`config.mk`:
```
export PLATFORM = sky130hd
export DESIGN_NAME = shiftadd_fir
export DESIGN_NICKNAME = d
export VERILOG_FILES = /design/src/rtl/shiftadd_fir_pkg.sv /design/src/rtl/shiftadd_fir_delay.sv /design/src/rtl/shiftadd_fir_tap.sv /design/src/rtl/shiftadd_fir_tree.sv /design/src/rtl/shiftadd_fir.sv
export SDC_FILE = /design/constraint.sdc
export NUM_CORES = 1
export LEC_CHECK = 0
export CAP_MARGIN = 30
export CORE_ASPECT_RATIO = 1.75
export CORE_MARGIN = 2
export CORE_UTILIZATION = 55
export CTS_BUF_LIST = sky130_fd_sc_hd__clkbuf_2 sky130_fd_sc_hd__clkbuf_4 sky130_fd_sc_hd__clkbuf_8
export DETAILED_ROUTE_END_ITERATION = 8
export PLACE_DENSITY = 0.83
export SLEW_MARGIN = 30
export SYNTH_ARGS = -nofsm -noshare
export SYNTH_HDL_FRONTEND = slang
export SYNTH_SLANG_ARGS = --single-unit
```
`constraint.sdc`:
```
create_clock -name clk -period 4.5 [get_ports clk]
set_input_delay 0.9 -clock clk [delete_from_list [all_inputs] [get_ports clk]]
set_output_delay 0.9 -clock clk [all_outputs]
set_load 0.02 [all_outputs]
```
`src/rtl/shiftadd_fir_pkg.sv`:
```
package shiftadd_fir_pkg;

  localparam int SHIFT_W   = 3;
  localparam int TERM_W    = SHIFT_W + 2;
  localparam int SLOTS     = 3;
  localparam int CODE_W    = TERM_W * SLOTS;
  localparam int COEF_BITS = 8;
  localparam int EN_BIT    = TERM_W - 1;
  localparam int NEG_BIT   = TERM_W - 2;
  localparam int UNSIGNED_MAX_DIGITS = 3;
  localparam int SIGNED_MAX_DIGITS   = 2;

  // Number of registered levels in a binary tree with n leaves.
  function automatic int tree_levels(input int n);
    int l;
    l = 0;
    while ((1 << l) < n) l++;
    return l;
  endfunction

  function automatic logic [TERM_W-1:0] slot_of(input logic [CODE_W-1:0] code, input int j);
    return code[j*TERM_W +: TERM_W];
  endfunction

  function automatic int term_weight(input logic [TERM_W-1:0] t);
    int mag;
    if (!t[EN_BIT]) return 0;
    mag = 1 << int'(t[SHIFT_W-1:0]);
    return t[NEG_BIT] ? -mag : mag;
  endfunction

  function automatic int code_value(input logic [CODE_W-1:0] code);
    int v;
    v = 0;
    for (int j = 0; j < SLOTS; j++) v += term_weight(slot_of(code, j));
    return v;
  endfunction

  function automatic int code_digits(input logic [CODE_W-1:0] code);
    int n;
    n = 0;
    for (int j = 0; j < SLOTS; j++) if (slot_of(code, j)[EN_BIT]) n++;
    return n;
  endfunction

  // Digit-limit rule for one tap code.
  function automatic bit code_legal(input logic [CODE_W-1:0] code, input bit signed_digits);
    logic [TERM_W-1:0] a;
    logic [TERM_W-1:0] b;
    int v;
    for (int i = 0; i < SLOTS; i++) begin
      for (int j = i + 1; j < SLOTS; j++) begin
        a = slot_of(code, i);
        b = slot_of(code, j);
        if (a[EN_BIT] && b[EN_BIT] && (a[SHIFT_W-1:0] == b[SHIFT_W-1:0])) return 1'b0;
      end
    end
    v = code_value(code);
    if (signed_digits) begin
      if (code_digits(code) > SIGNED_MAX_DIGITS) return 1'b0;
    end else begin
      if (code_digits(code) > UNSIGNED_MAX_DIGITS) return 1'b0;
      for (int j = 0; j < SLOTS; j++) begin
        a = slot_of(code, j);
        if (a[EN_BIT] && a[NEG_BIT]) return 1'b0;
      end
    end
    if (v < 0 || v >= (1 << COEF_BITS)) return 1'b0;
    return 1'b1;
  endfunction

endpackage

```
`src/rtl/shiftadd_fir_delay.sv`:
```
module shiftadd_fir_delay #(
  parameter int NTAPS = 8,
  parameter int IN_W  = 12
) (
  input  logic                   clk,
  input  logic                   rst,
  input  logic                   shift_en,
  input  logic [IN_W-1:0]        din,
  output logic [NTAPS*IN_W-1:0]  taps_flat
);

  logic [IN_W-1:0] stage [NTAPS];

  // Advances only on an accepted sample; reset wins.
  always_ff @(posedge clk) begin
    if (rst) begin
      for (int k = 0; k < NTAPS; k++) stage[k] <= '0;
    end else if (shift_en) begin
      stage[0] <= din;
      for (int k = 1; k < NTAPS; k++) stage[k] <= stage[k-1];
    end
  end

  for (genvar k = 0; k < NTAPS; k++) begin : g_out
    assign taps_flat[k*IN_W +: IN_W] = stage[k];
  end

endmodule

```
`src/rtl/shiftadd_fir_tap.sv`:
```
module shiftadd_fir_tap
  import shiftadd_fir_pkg::*;
#(
  parameter int               IN_W   = 12,
  parameter int               PROD_W = 23,
  parameter logic [CODE_W-1:0] CODE  = '0
) (
  input  logic              clk,
  input  logic              rst,
  input  logic [IN_W-1:0]   sample,
  output logic [PROD_W-1:0] product
);

  logic signed [PROD_W-1:0] wide;
  assign wide = {{(PROD_W-IN_W){sample[IN_W-1]}}, sample};

  // One add, subtract or pass-through per slot, picked by the code.
  for (genvar j = 0; j < SLOTS; j++) begin : g_slot
    localparam logic [TERM_W-1:0] TERM = CODE[j*TERM_W +: TERM_W];
    localparam int SH = int'(TERM[SHIFT_W-1:0]);
    logic signed [PROD_W-1:0] acc_in;
    logic signed [PROD_W-1:0] acc_out;
    if (j == 0) begin : g_first
      assign acc_in = '0;
    end else begin : g_chain
      assign acc_in = g_slot[j-1].acc_out;
    end
    if (!TERM[EN_BIT]) begin : g_skip
      assign acc_out = acc_in;
    end else if (TERM[NEG_BIT]) begin : g_sub
      assign acc_out = acc_in - (wide <<< SH);
    end else begin : g_add
      assign acc_out = acc_in + (wide <<< SH);
    end
  end

  always_ff @(posedge clk) begin
    if (rst) product <= '0;
    else     product <= g_slot[SLOTS-1].acc_out;
  end

endmodule

```
`src/rtl/shiftadd_fir_tree.sv`:
```
module shiftadd_fir_tree
  import shiftadd_fir_pkg::*;
#(
  parameter int NLEAF = 8,
  parameter int W     = 23
) (
  input  logic              clk,
  input  logic              rst,
  input  logic [NLEAF*W-1:0] leaves,
  output logic [W-1:0]      sum
);

  localparam int LEVELS = tree_levels(NLEAF);
  localparam int WIDTH0 = 1 << LEVELS;

  for (genvar l = 0; l <= LEVELS; l++) begin : g_lvl
    localparam int CNT = WIDTH0 >> l;
    logic [W-1:0] node [CNT];
    if (l == 0) begin : g_leaf
      // Missing leaves are zero when NLEAF is not a power of two.
      always_comb begin
        for (int i = 0; i < CNT; i++) node[i] = '0;
        for (int i = 0; i < NLEAF; i++) node[i] = leaves[i*W +: W];
      end
    end else begin : g_add
      always_ff @(posedge clk) begin
        if (rst) begin
          for (int i = 0; i < CNT; i++) node[i] <= '0;
        end else begin
          for (int i = 0; i < CNT; i++)
            node[i] <= g_lvl[l-1].node[2*i] + g_lvl[l-1].node[2*i+1];
        end
      end
    end
  end

  assign sum = g_lvl[LEVELS].node[0];

endmodule

```
`src/rtl/shiftadd_fir.sv`:
```
module shiftadd_fir
  import shiftadd_fir_pkg::*;
#(
  parameter int NTAPS         = 8,
  parameter int IN_W          = 12,
  parameter bit SIGNED_DIGITS = 1'b0,
  parameter logic [NTAPS*CODE_W-1:0] COEF_CODES = {
    {5'b00000, 5'b10001, 5'b10000},   // tap 7 = 3
    {5'b10011, 5'b10010, 5'b10001},   // tap 6 = 14
    {5'b00000, 5'b10101, 5'b10011},   // tap 5 = 40
    {5'b00000, 5'b10110, 5'b10011},   // tap 4 = 72
    {5'b00000, 5'b10110, 5'b10011},   // tap 3 = 72
    {5'b00000, 5'b10101, 5'b10011},   // tap 2 = 40
    {5'b10011, 5'b10010, 5'b10001},   // tap 1 = 14
    {5'b00000, 5'b10001, 5'b10000}    // tap 0 = 3
  },
  localparam int LEVELS  = tree_levels(NTAPS),
  localparam int OUT_W   = IN_W + COEF_BITS + LEVELS,
  localparam int LATENCY = 2 + LEVELS
) (
  input  logic                    clk,
  input  logic                    rst,
  input  logic                    in_valid,
  input  logic signed [IN_W-1:0]  in_data,
  output logic                    out_valid,
  output logic signed [OUT_W-1:0] out_data
);

  // Elaboration-time digit-limit check.
  for (genvar k = 0; k < NTAPS; k++) begin : g_rule
    if (!code_legal(COEF_CODES[k*CODE_W +: CODE_W], SIGNED_DIGITS)) begin : g_bad
      $error("shiftadd_fir: tap %0d code breaks the digit limit of the selected mode", k);
    end
  end

  // Named internal buses, observed by the bound checker.
  logic [NTAPS*IN_W-1:0]  dl_flat;
  logic [NTAPS*OUT_W-1:0] prod_flat;
  logic [LATENCY-1:0]     vld_pipe;

  shiftadd_fir_delay #(
    .NTAPS (NTAPS),
    .IN_W  (IN_W)
  ) u_delay (
    .clk       (clk),
    .rst       (rst),
    .shift_en  (in_valid),
    .din       (in_data),
    .taps_flat (dl_flat)
  );

  for (genvar k = 0; k < NTAPS; k++) begin : g_tap
    shiftadd_fir_tap #(
      .IN_W   (IN_W),
      .PROD_W (OUT_W),
      .CODE   (COEF_CODES[k*CODE_W +: CODE_W])
    ) u_tap (
      .clk     (clk),
      .rst     (rst),
      .sample  (dl_flat[k*IN_W +: IN_W]),
      .product (prod_flat[k*OUT_W +: OUT_W])
    );
  end

  shiftadd_fir_tree #(
    .NLEAF (NTAPS),
    .W     (OUT_W)
  ) u_tree (
    .clk    (clk),
    .rst    (rst),
    .leaves (prod_flat),
    .sum    (out_data)
  );

  // Strobe follows the data: delay line, product, then one stage per level.
  always_ff @(posedge clk) begin
    if (rst) vld_pipe <= '0;
    else     vld_pipe <= {vld_pipe[LATENCY-2:0], in_valid};
  end

  assign out_valid = vld_pipe[LATENCY-1];

endmodule

```
==> impl_metrics.py, run 1 <==
metrics = {
    "status": {
        "outcome": "finished clean",
    },
    "route": {
        "drcViolationCount": 0,
        "first_pass_iters": 6,
        "wl_um": 41700,
        "ant_nets": 0,
        "wl_per_cell_um": 16.6,
        "routed_via_density": 5.65,
        "vias": 14200,
        "drtIter0Drc": 734,
    },
    "finish": {
        "final_layout_size_suffix_gt1_share_pct": 6.95,
        "multi_input_comb_area_um2": 10900,
        "layout_commonest_cell": "dfxtp_1",
        "finalInstanceArea_um2": 21900,
        "layout.nets": 2264,
        "synthToLayoutAreaGrowth_pct": 10.8,
        "regArea_um2": 8490,
        "layout_common_cells": "dfxtp_1 (280), nor2_1 (243), ha_1 (212)",
        "fillers": 2817,
        "final_cells": 2510,
    },
    "floorplan": {
        "dieHeight_um": 255,
        "num_rows": 91,
        "dieWidth_um": 147,
        "pin_count": 39,
        "core-area_um2": 35300,
        "die-area_um2": 37500,
        "initial_utilization_pct": 55.9,
    },
    "setup_path": {
        "slowest_stage": "fa_1",
        "cp.required_ns": 5.00,
        "startpoint_type": "flop",
        "rrSetupSlack_ns": 1.35,
        "cp_cell_sequence": "fa_1, ha_1, inv_1, fa_1, nor2b_1, o21ai_0, a21boi_0, o21ai_0, a21oi_1, a31oi_1, mux2_2",
        "end_kind": "flop",
        "critical_path.top_delay_family": "adder cells",
        "cp.arrival_ns": 3.64,
        "cp_num_buf_inv": 1,
        "path_max_fanout": 4,
        "crit_type": "flop to flop",
        "critPathMaxStageDelay_ns": 0.54,
    },
    "synthesis": {
        "synthAdderAreaFrac_pct": 17.0,
        "synth_ff_type": "dfxtp_1",
        "synthArstFlopShare_pct": 0,
        "synth_seq_cells": 376,
        "avgSynthCellArea_um2": 10.1,
        "syn_nets": 2213,
        "muxShareOfSynthArea_pct": 1.19,
        "synth_area_um2": 19700,
        "synth_simple_gate_area_share_pct": 15.8,
        "ys_seq_area_share_pct": 43.0,
        "syn_inst": 1951,
        "yosysTopAreaCell": "dfxtp_1",
        "synth_top_family_by_area": "adder cells",
        "synth_cell_types": 67,
        "synth_xor_area_share_pct": 5.82,
        "synth_warnings": 0,
        "synth_enable_flop_cells": 96,
        "synth_compound_area_share_pct": 15.2,
        "synth_top_area_share_pct": 28.4,
        "synthTopCellsByArea": "dfxtp_1 (28%), edfxtp_1 (15%), ha_1 (13%), nor2_1 (4.6%), nor2b_1 (4.0%)",
    },
    "sta": {
        "period_share_pct": 69.9,
        "max_freq_mhz": 318,
        "skew_ns": 0.0466,
        "slew_headroom_pct": 40.3,
        "setup_violations": 0,
        "fin_crit_ns": 3.15,
        "hold_viol_final": 0,
        "rsz0062_at_grt": "no",
        "slew_violations": 0,
        "worst-slew-pin-transition_ns": 0.896,
        "tns_ns": 0,
    },
    "placed_design": {
        "dpl.hpwl_um": 31000,
        "dp.cells": 2411,
        "portBuffers": 38,
        "gp_congestion": 0.901,
        "place_area_um2": 20600,
    },
    "power": {
        "seqPwrFrac_pct": 43.6,
        "irDropWorstVdd_mv": 0.326,
        "p_switching_uw": 2730,
        "clockPowerShare_pct": 33.6,
        "internal_power_uw": 6600,
        "p_comb_share_pct": 22.8,
        "leakagePower_uw": 0.00984,
        "power_density_nw_per_um2": 427,
        "switching_share_pct": 29.3,
    },
    "clock_tree": {
        "cts-root-buf": "clkbuf_8",
        "cts_buffers": 54,
        "htreeDepth": 2,
        "clkSinkCount": 376,
        "clk-insertion-delay-late_ns": 0.63,
        "clk_pin_slew_ns": 0.07,
        "cts_setup_buffers": 0,
        "tritoncts": "built",
        "cts_buffer_depth": 3,
        "cts_resized": 0,
        "ctsHoldBuffers": 0,
    },
    "global_route": {
        "grt.total_usage_pct": 22.4,
        "grt_pass1_wl_um": 68100,
        "grt_pass1_vias": 14700,
        "overflow": 0,
        "antenna_found_initial": 1,
        "grt_max_degree": 114,
    },
    "job": {
        "cap_violations": 0,
    },
    "min_path": {
        "hold_class": "flop to flop",
    },
}
[worst register-to-register path, delay by kind of cell, from the launching register on]
kind / cells / cell delay (ns)
flip-flops: 1 / 0.47
adder cells (fa/ha/maj): 3 / 1.09
AO/OA/AOI/OAI: 5 / 0.99
multiplexers: 1 / 0.28
buffers and inverters: 1 / 0.06
AND/OR/NAND/NOR: 1 / 0.16
[power by group through the flow]
stage / clock network, µW / logic [µW] / registers [µW]
after detailed placement: 0 / 2090 / 4150
after global placement: 0 / 2020 / 4140
after global routing: 3300 / 2370 / 4110
final: 3130 / 2130 / 4070
after CTS: 3190 / 2120 / 4080
after floorplan: 0 / 1560 / 4120
[final timing paths]
kind / startpoint / endpoint / cells past startpoint
worst max register to register: u_delay.stage[1][25] / g_tap[6].u_tap.product[13] / 11
worst min register to register: u_tree.g_lvl[1].node[3][1] / u_tree.g_lvl[2].node[0][24] / 1
worst max-delay path: u_delay.stage[1][25] / g_tap[6].u_tap.product[13] / 11
worst min-delay path: u_tree.g_lvl[1].node[3][1] / u_tree.g_lvl[2].node[0][24] / 1
[Yosys cell counts, types with 20 or more instances]
cell type,instances
a211oi_1,23
a21o_1,79
a21oi_1,116
a31oi_1,30
and2_1,88
clkbuf_1,45
dfxtp_1,280
edfxtp_1,96
fa_1,35
ha_1,212
inv_1,55
mux2_2,20
nand2_1,50
nor2_1,243
nor2b_1,126
nor3_1,39
o21a_1,23
o21ai_0,70
xnor2_1,82
xor2_1,49
[final cells by class]
cell class	count	share of cell area (%)
inverters	55	0.945
well taps	465	2.66
clock inverters	17	1.15
flip-flops and latches	376	38.8
multi-input cells	1472	49.7
diodes	1	0.0115
repair buffers	43	2.05
clock buffers	81	4.67
[per-layer routing]
layer,vias to the layer above,track usage (%),wire (µm)
met5,-,0,0
met4,0,11.9,2060
met3,127,2.83,1230
met2,273,46.0,23600
met1,6766,21.1,14800
li1,7006,-,-
[through the flow]
step	setup slack (ns)	hold slack (ns)	util [%]	total power (µW)
after floorplan	1.21	0.414	-	5670
after global placement	1.34	0.420	58.3	6160
after detailed placement	1.32	0.427	58.3	6240
after CTS	1.38	0.441	61.9	9380
after global routing	1.05	0.456	61.9	9780
final	1.35	0.441	61.9	9330
[cell families after synthesis]
kind of cell             count (synthesis)
AO/OA/AOI/OAI                          448
XOR/XNOR                               131
adder cells (fa/ha/maj)                247
buffers and inverters                  103
flip-flops                             376
multiplexers                            21
AND/OR/NAND/NOR                        625
[registers in the layout, indices dropped and copies added (netlist names)]
register             cells
g_tap.u_tap.product    120
u_delay.stage           96
u_tree.g_lvl.node      155
vld_pipe                 5
Note: power is estimated with default switching activity, not from simulation.
==> run 2: changes to the inputs <==
- clock period: 4.5 -> 3.2 ns (I/O delays scaled with it)
==> impl_metrics.py, run 2 (same netlist as run 1, synthesis figures left out) <==
metrics = {
    "global_route": {
        "overflow": 0,
        "grt.total_usage_pct": 22.9,
        "grt_pass1_wl_um": 69600,
        "grt_max_degree": 87,
        "antenna_found_initial": 1,
        "grt_pass1_vias": 15200,
    },
    "sta": {
        "hold_viol_final": 0,
        "slew_violations": 0,
        "setup_ws_ns": 0.189,
        "slew_headroom_pct": 43.6,
        "whs_ns": 0.358,
        "skew_ns": 0.0420,
        "setup_violations": 0,
        "worst-slew-pin-transition_ns": 0.824,
        "period_share_pct": 94.1,
        "rsz0062_at_grt": "no",
        "fin_crit_ns": 3.01,
        "tns_ns": 0,
        "max_freq_mhz": 332,
    },
    "route": {
        "wl_per_cell_um": 16.8,
        "vias": 14300,
        "ant_nets": 0,
        "drcViolationCount": 0,
        "routed_via_density": 5.69,
        "drtIter0Drc": 752,
        "first_pass_iters": 5,
        "wl_um": 42400,
    },
    "setup_path": {
        "cp.arrival_ns": 3.52,
        "cp.required_ns": 3.71,
        "cp_cell_sequence": "fa_1, ha_1, inv_1, fa_1, nor2b_1, o21ai_0, a21boi_1, o21ai_0, a21oi_2, a31oi_1, mux2_2",
        "path_max_fanout": 4,
        "end_kind": "flop",
        "crit_type": "flop to flop",
        "startpoint_type": "flop",
        "cp_num_buf_inv": 1,
        "slowest_stage": "fa_1",
        "critical_path.top_delay_family": "adder cells",
        "critPathMaxStageDelay_ns": 0.57,
    },
    "finish": {
        "layout_commonest_cell": "dfxtp_1",
        "largest_register_ffs": 155,
        "regMostFlops": "u_tree.g_lvl.node",
        "synthToLayoutAreaGrowth_pct": 11.6,
        "regArea_um2": 8490,
        "layout.nets": 2271,
        "top_regs": "u_tree.g_lvl.node: 155 flops, g_tap.u_tap.product: 120 flops, u_delay.stage: 96 flops",
        "fillers": 2782,
        "multi_input_comb_area_um2": 10900,
        "final_layout_size_suffix_gt1_share_pct": 7.45,
        "final_core_util_pct": 62.4,
        "layout_common_cells": "dfxtp_1 (280), nor2_1 (243), ha_1 (212)",
    },
    "placed_design": {
        "dpl.hpwl_um": 32000,
        "place_ws_ns": 0.176,
        "portBuffers": 38,
        "gp_congestion": 0.882,
    },
    "clock_tree": {
        "cts_buffer_depth": 3,
        "clkSinkCount": 376,
        "clk-insertion-delay-late_ns": 0.62,
        "ctsHoldBuffers": 0,
        "htreeDepth": 2,
        "cts_buffers": 53,
        "cts-root-buf": "clkbuf_8",
        "clk_pin_slew_ns": 0.07,
        "tritoncts": "built",
    },
    "floorplan": {
        "initial_utilization_pct": 55.9,
        "num_rows": 91,
        "pin_count": 39,
        "core-area_um2": 35300,
        "die-area_um2": 37500,
        "dieHeight_um": 255,
        "dieWidth_um": 147,
    },
    "power": {
        "irDropWorstVdd_mv": 0.396,
        "clockPowerShare_pct": 34.9,
        "p_comb_share_pct": 22.5,
        "p_switching_uw": 3880,
        "switching_share_pct": 28.9,
        "power_density_nw_per_um2": 610,
        "seqPwrFrac_pct": 42.7,
        "leakagePower_uw": 0.00994,
        "p_total_uw": 13400,
        "internal_power_uw": 9540,
    },
    "status": {
        "outcome": "finished clean",
    },
    "min_path": {
        "hold_class": "input port to flop",
    },
    "job": {
        "cap_violations": 0,
    },
}
==> run 2: power groups by stage <==
stage | Clock [µW] | Combinational, µW | Sequential, µW
2_1_floorplan | 0 | 2190 | 5790
3_3_place_gp | 0 | 2860 | 5820
3_5_place_dp | 0 | 2960 | 5840
4_1_cts | 4750 | 3000 | 5740
5_1_grt | 4940 | 3360 | 5780
6_report | 4680 | 3020 | 5730
==> run 2: routing by layer <==
metal / share of wire, % / vias to the layer above / global-route usage (%)
met1: 34 / 6843 / 20.1
met3: 2.9 / 164 / 2.84
met2: 58 / 307 / 48.0
met5: 0 / - / 0
met4: 5.8 / 0 / 13.2
li1: - / 7007 / -
==> run 2: repair_timing <==
item                                    4_1_cts  5_1_grt
buffers inserted                              0        1
endpoints found under the setup margin        0        3
gates resized for setup                       0        4
==> run 2: worst register-to-register path, stage by stage (launching register included) <==
cell and delay (ns):
edfxtp_1 0.48, fa_1 0.57, ha_1 0.18, inv_1 0.06
fa_1 0.38, nor2b_1 0.17, o21ai_0 0.12, a21boi_1 0.19
o21ai_0 0.15, a21oi_2 0.22, a31oi_1 0.12, mux2_2 0.28
==> run 2: final timing paths <==
path,from,to,slack [ns],cells after the start
worst max-delay path,u_delay.stage[1][25],g_tap[6].u_tap.product[13],0.19,11
worst min register to register,g_tap[0].u_tap.product[0],u_tree.g_lvl[1].node[0][0],0.42,1
worst min-delay path,rst,g_tap[2].u_tap.product[12],0.36,2
worst max register to register,u_delay.stage[1][25],g_tap[6].u_tap.product[13],0.19,11
==> run 2: area by class of cell <==
| class | instances | area share (%) |
|---|---|---|
| multi-input combinational | 1472 | 49.3 |
| clock buffer | 74 | 4.40 |
| tap | 465 | 2.64 |
| sequential | 376 | 38.5 |
| clock inverter | 25 | 1.77 |
| antenna | 1 | 0.0114 |
| inverter | 55 | 0.938 |
| timing repair buffer | 51 | 2.36 |
==> run 2: metrics by stage <==
step	instance area, µm²	cells
after floorplan	19700	1951
after global placement	20600	2418
after detailed placement	20600	2418
after CTS	22000	2517
after global routing	22000	2519
final	22000	2519
==> run 3: changes to the inputs <==
- CORE_UTILIZATION: 55 -> 25
- PLACE_DENSITY: 0.83 -> unset
- SLEW_MARGIN: 30 -> unset
==> impl_metrics.py, run 3 (same netlist as run 1, synthesis figures left out) <==
metrics = {
    "status": {
        "outcome": "finished clean",
    },
    "power": {
        "power_density_nw_per_um2": 574,
        "switching_share_pct": 29.4,
        "clockPowerShare_pct": 33.3,
        "internal_power_uw": 9200,
        "seqPwrFrac_pct": 44.0,
        "p_comb_share_pct": 22.7,
        "irDropWorstVdd_mv": 0.283,
        "leakagePower_uw": 0.00990,
        "p_switching_uw": 3830,
    },
    "setup_path": {
        "slowest_stage": "fa_1",
        "critical_path.top_delay_family": "compound AO/OA/AOI/OAI gates",
        "r2r_start": "u_delay.stage[0][13]",
        "cp.arrival_ns": 3.53,
        "path_max_fanout": 4,
        "cp.required_ns": 3.72,
        "critPathMaxStageDelay_ns": 0.53,
        "end_kind": "flop",
        "cp_cell_sequence": "fa_1, ha_1, a21o_1, a21oi_1, o21ai_0, a21oi_1, a21oi_1, a31oi_1, mux2_2",
        "startpoint_type": "flop",
        "cp_common_cell": "a21oi_1",
        "crit_start": "u_delay.stage[0][13]",
        "crit_type": "flop to flop",
        "cp_num_buf_inv": 0,
    },
    "floorplan": {
        "dieWidth_um": 216,
        "core-area_um2": 78300,
        "num_rows": 136,
        "initial_utilization_pct": 25.2,
        "die-area_um2": 81300,
        "dieHeight_um": 376,
        "pin_count": 39,
    },
    "global_route": {
        "overflow": 0,
        "grt.total_usage_pct": 10.7,
        "grt_pass1_wl_um": 70200,
        "grt_most_used_layer": "met2",
        "antenna_found_initial": 1,
        "met1_usage_pct": 9.76,
        "grt_max_degree": 111,
        "grt_pass1_vias": 14400,
        "met2_usage_pct": 22.4,
        "use_met3_pct": 1.37,
    },
    "route": {
        "ant_nets": 0,
        "vias": 13700,
        "wl_um": 42900,
        "first_pass_iters": 4,
        "drtIter0Drc": 493,
        "routed_via_density": 4.43,
        "wl_per_cell_um": 13.9,
        "drcViolationCount": 0,
    },
    "finish": {
        "final_cells": 3091,
        "finalInstanceArea_um2": 22700,
        "top_regs": "u_tree.g_lvl.node: 155 flops, g_tap.u_tap.product: 120 flops, u_delay.stage: 96 flops",
        "synthToLayoutAreaGrowth_pct": 15.0,
        "final_core_util_pct": 29.0,
        "layout_commonest_cell": "dfxtp_1",
        "largest_register_ffs": 155,
        "layout.nets": 2274,
        "regMostFlops": "u_tree.g_lvl.node",
        "final_layout_size_suffix_gt1_share_pct": 7.54,
        "layout_common_cells": "dfxtp_1 (280), nor2_1 (243), ha_1 (212)",
    },
    "sta": {
        "skew_ns": 0.0357,
        "tns_ns": 0,
        "slew_headroom_pct": 48.8,
        "fin_crit_ns": 3.02,
        "setup_violations": 0,
        "hold_viol_final": 0,
        "slew_violations": 0,
        "setup_ws_ns": 0.185,
        "rsz0062_at_grt": "no",
        "period_share_pct": 94.2,
        "worst-slew-pin-transition_ns": 0.748,
        "max_freq_mhz": 332,
    },
    "clock_tree": {
        "clkSinkCount": 376,
        "cts_buffers": 54,
        "clk-insertion-delay-late_ns": 0.63,
        "ctsHoldBuffers": 0,
        "htreeDepth": 2,
        "clk_pin_slew_ns": 0.07,
        "cts_buffer_depth": 3,
        "tritoncts": "built",
        "cts-root-buf": "clkbuf_8",
    },
    "min_path": {
        "hold_path_startpoint": "rst",
        "hold_class": "input port to flop",
    },
    "placed_design": {
        "place_ws_ns": 0.133,
        "portBuffers": 38,
        "place_area_um2": 21400,
        "dpl.hpwl_um": 32900,
        "dp.cells": 2990,
        "gp_congestion": 0.795,
    },
    "job": {
        "cap_violations": 0,
    },
}
## run 3: cell count changes in the layout (fill, tap and decap cells not counted), sizes merged
cell      delta
clkinvlp     +1
clkinv       -4
inv          -3
bufinv       -6
buf          +2
clkbuf      +12
## run 3: through the flow
step / hold slack, ns / power (µW)
detailed placement: 0.428 / 8810
CTS: 0.322 / 13200
global placement: 0.420 / 8790
finish: 0.371 / 13000
global route: 0.364 / 13800
floorplan: 0.414 / 7980
## run 3: worst paths after layout
| path | endpoint | cells past startpoint | slack, ns |
|---|---|---|---|
| worst max-delay path | g_tap[1].u_tap.product[12] | 9 | 0.18 |
| worst min-delay path | g_tap[0].u_tap.product[4] | 2 | 0.37 |
| worst max register to register | g_tap[1].u_tap.product[12] | 9 | 0.18 |
| worst min register to register | vld_pipe[1] | 1 | 0.44 |
## run 3: layout make-up
| cell class | instances | area [µm²] |
|---|---|---|
| Sequential cell | 376 | 8490 |
| Tap cell | 1035 | 1290 |
| Timing Repair Buffer | 53 | 561 |
| Antenna cell | 1 | 2.50 |
| Inverter | 55 | 206 |
| Fill cell | 8229 | 55600 |
| Clock inverter | 13 | 191 |
| Clock buffer | 86 | 1060 |
| Multi-Input combinational cell | 1472 | 10900 |
## run 3: metal layers
layer | vias to the layer above | part of all wire [%]
met5 | - | 0
met4 | 0 | 4.5
met3 | 95 | 2.2
met2 | 164 | 58
met1 | 6405 | 36
li1 | 7018 | -
## run 3: what timing repair did
item | in CTS | in global routing
gates resized for setup | 0 | 5
setup endpoints to repair | 0 | 2
buffers inserted | 0 | 1
## run 3: worst reg2reg max path, cell delays in order (launching register included)
cell	delay, ns
edfxtp_1	0.47
fa_1	0.53
ha_1	0.31
a21o_1	0.19
a21oi_1	0.23
o21ai_0	0.11
a21oi_1	0.25
a21oi_1	0.15
a31oi_1	0.28
mux2_2	0.37
## run 3: power by group through the flow
| stage | sequential [µW] | clock [µW] | combinational (µW) |
|---|---|---|---|
| finish | 5730 | 4340 | 2960 |
| CTS | 5740 | 4500 | 2980 |
| global route | 5780 | 4680 | 3350 |
| detailed placement | 5850 | 0 | 2960 |
| global placement | 5840 | 0 | 2950 |
| floorplan | 5790 | 0 | 2190 |
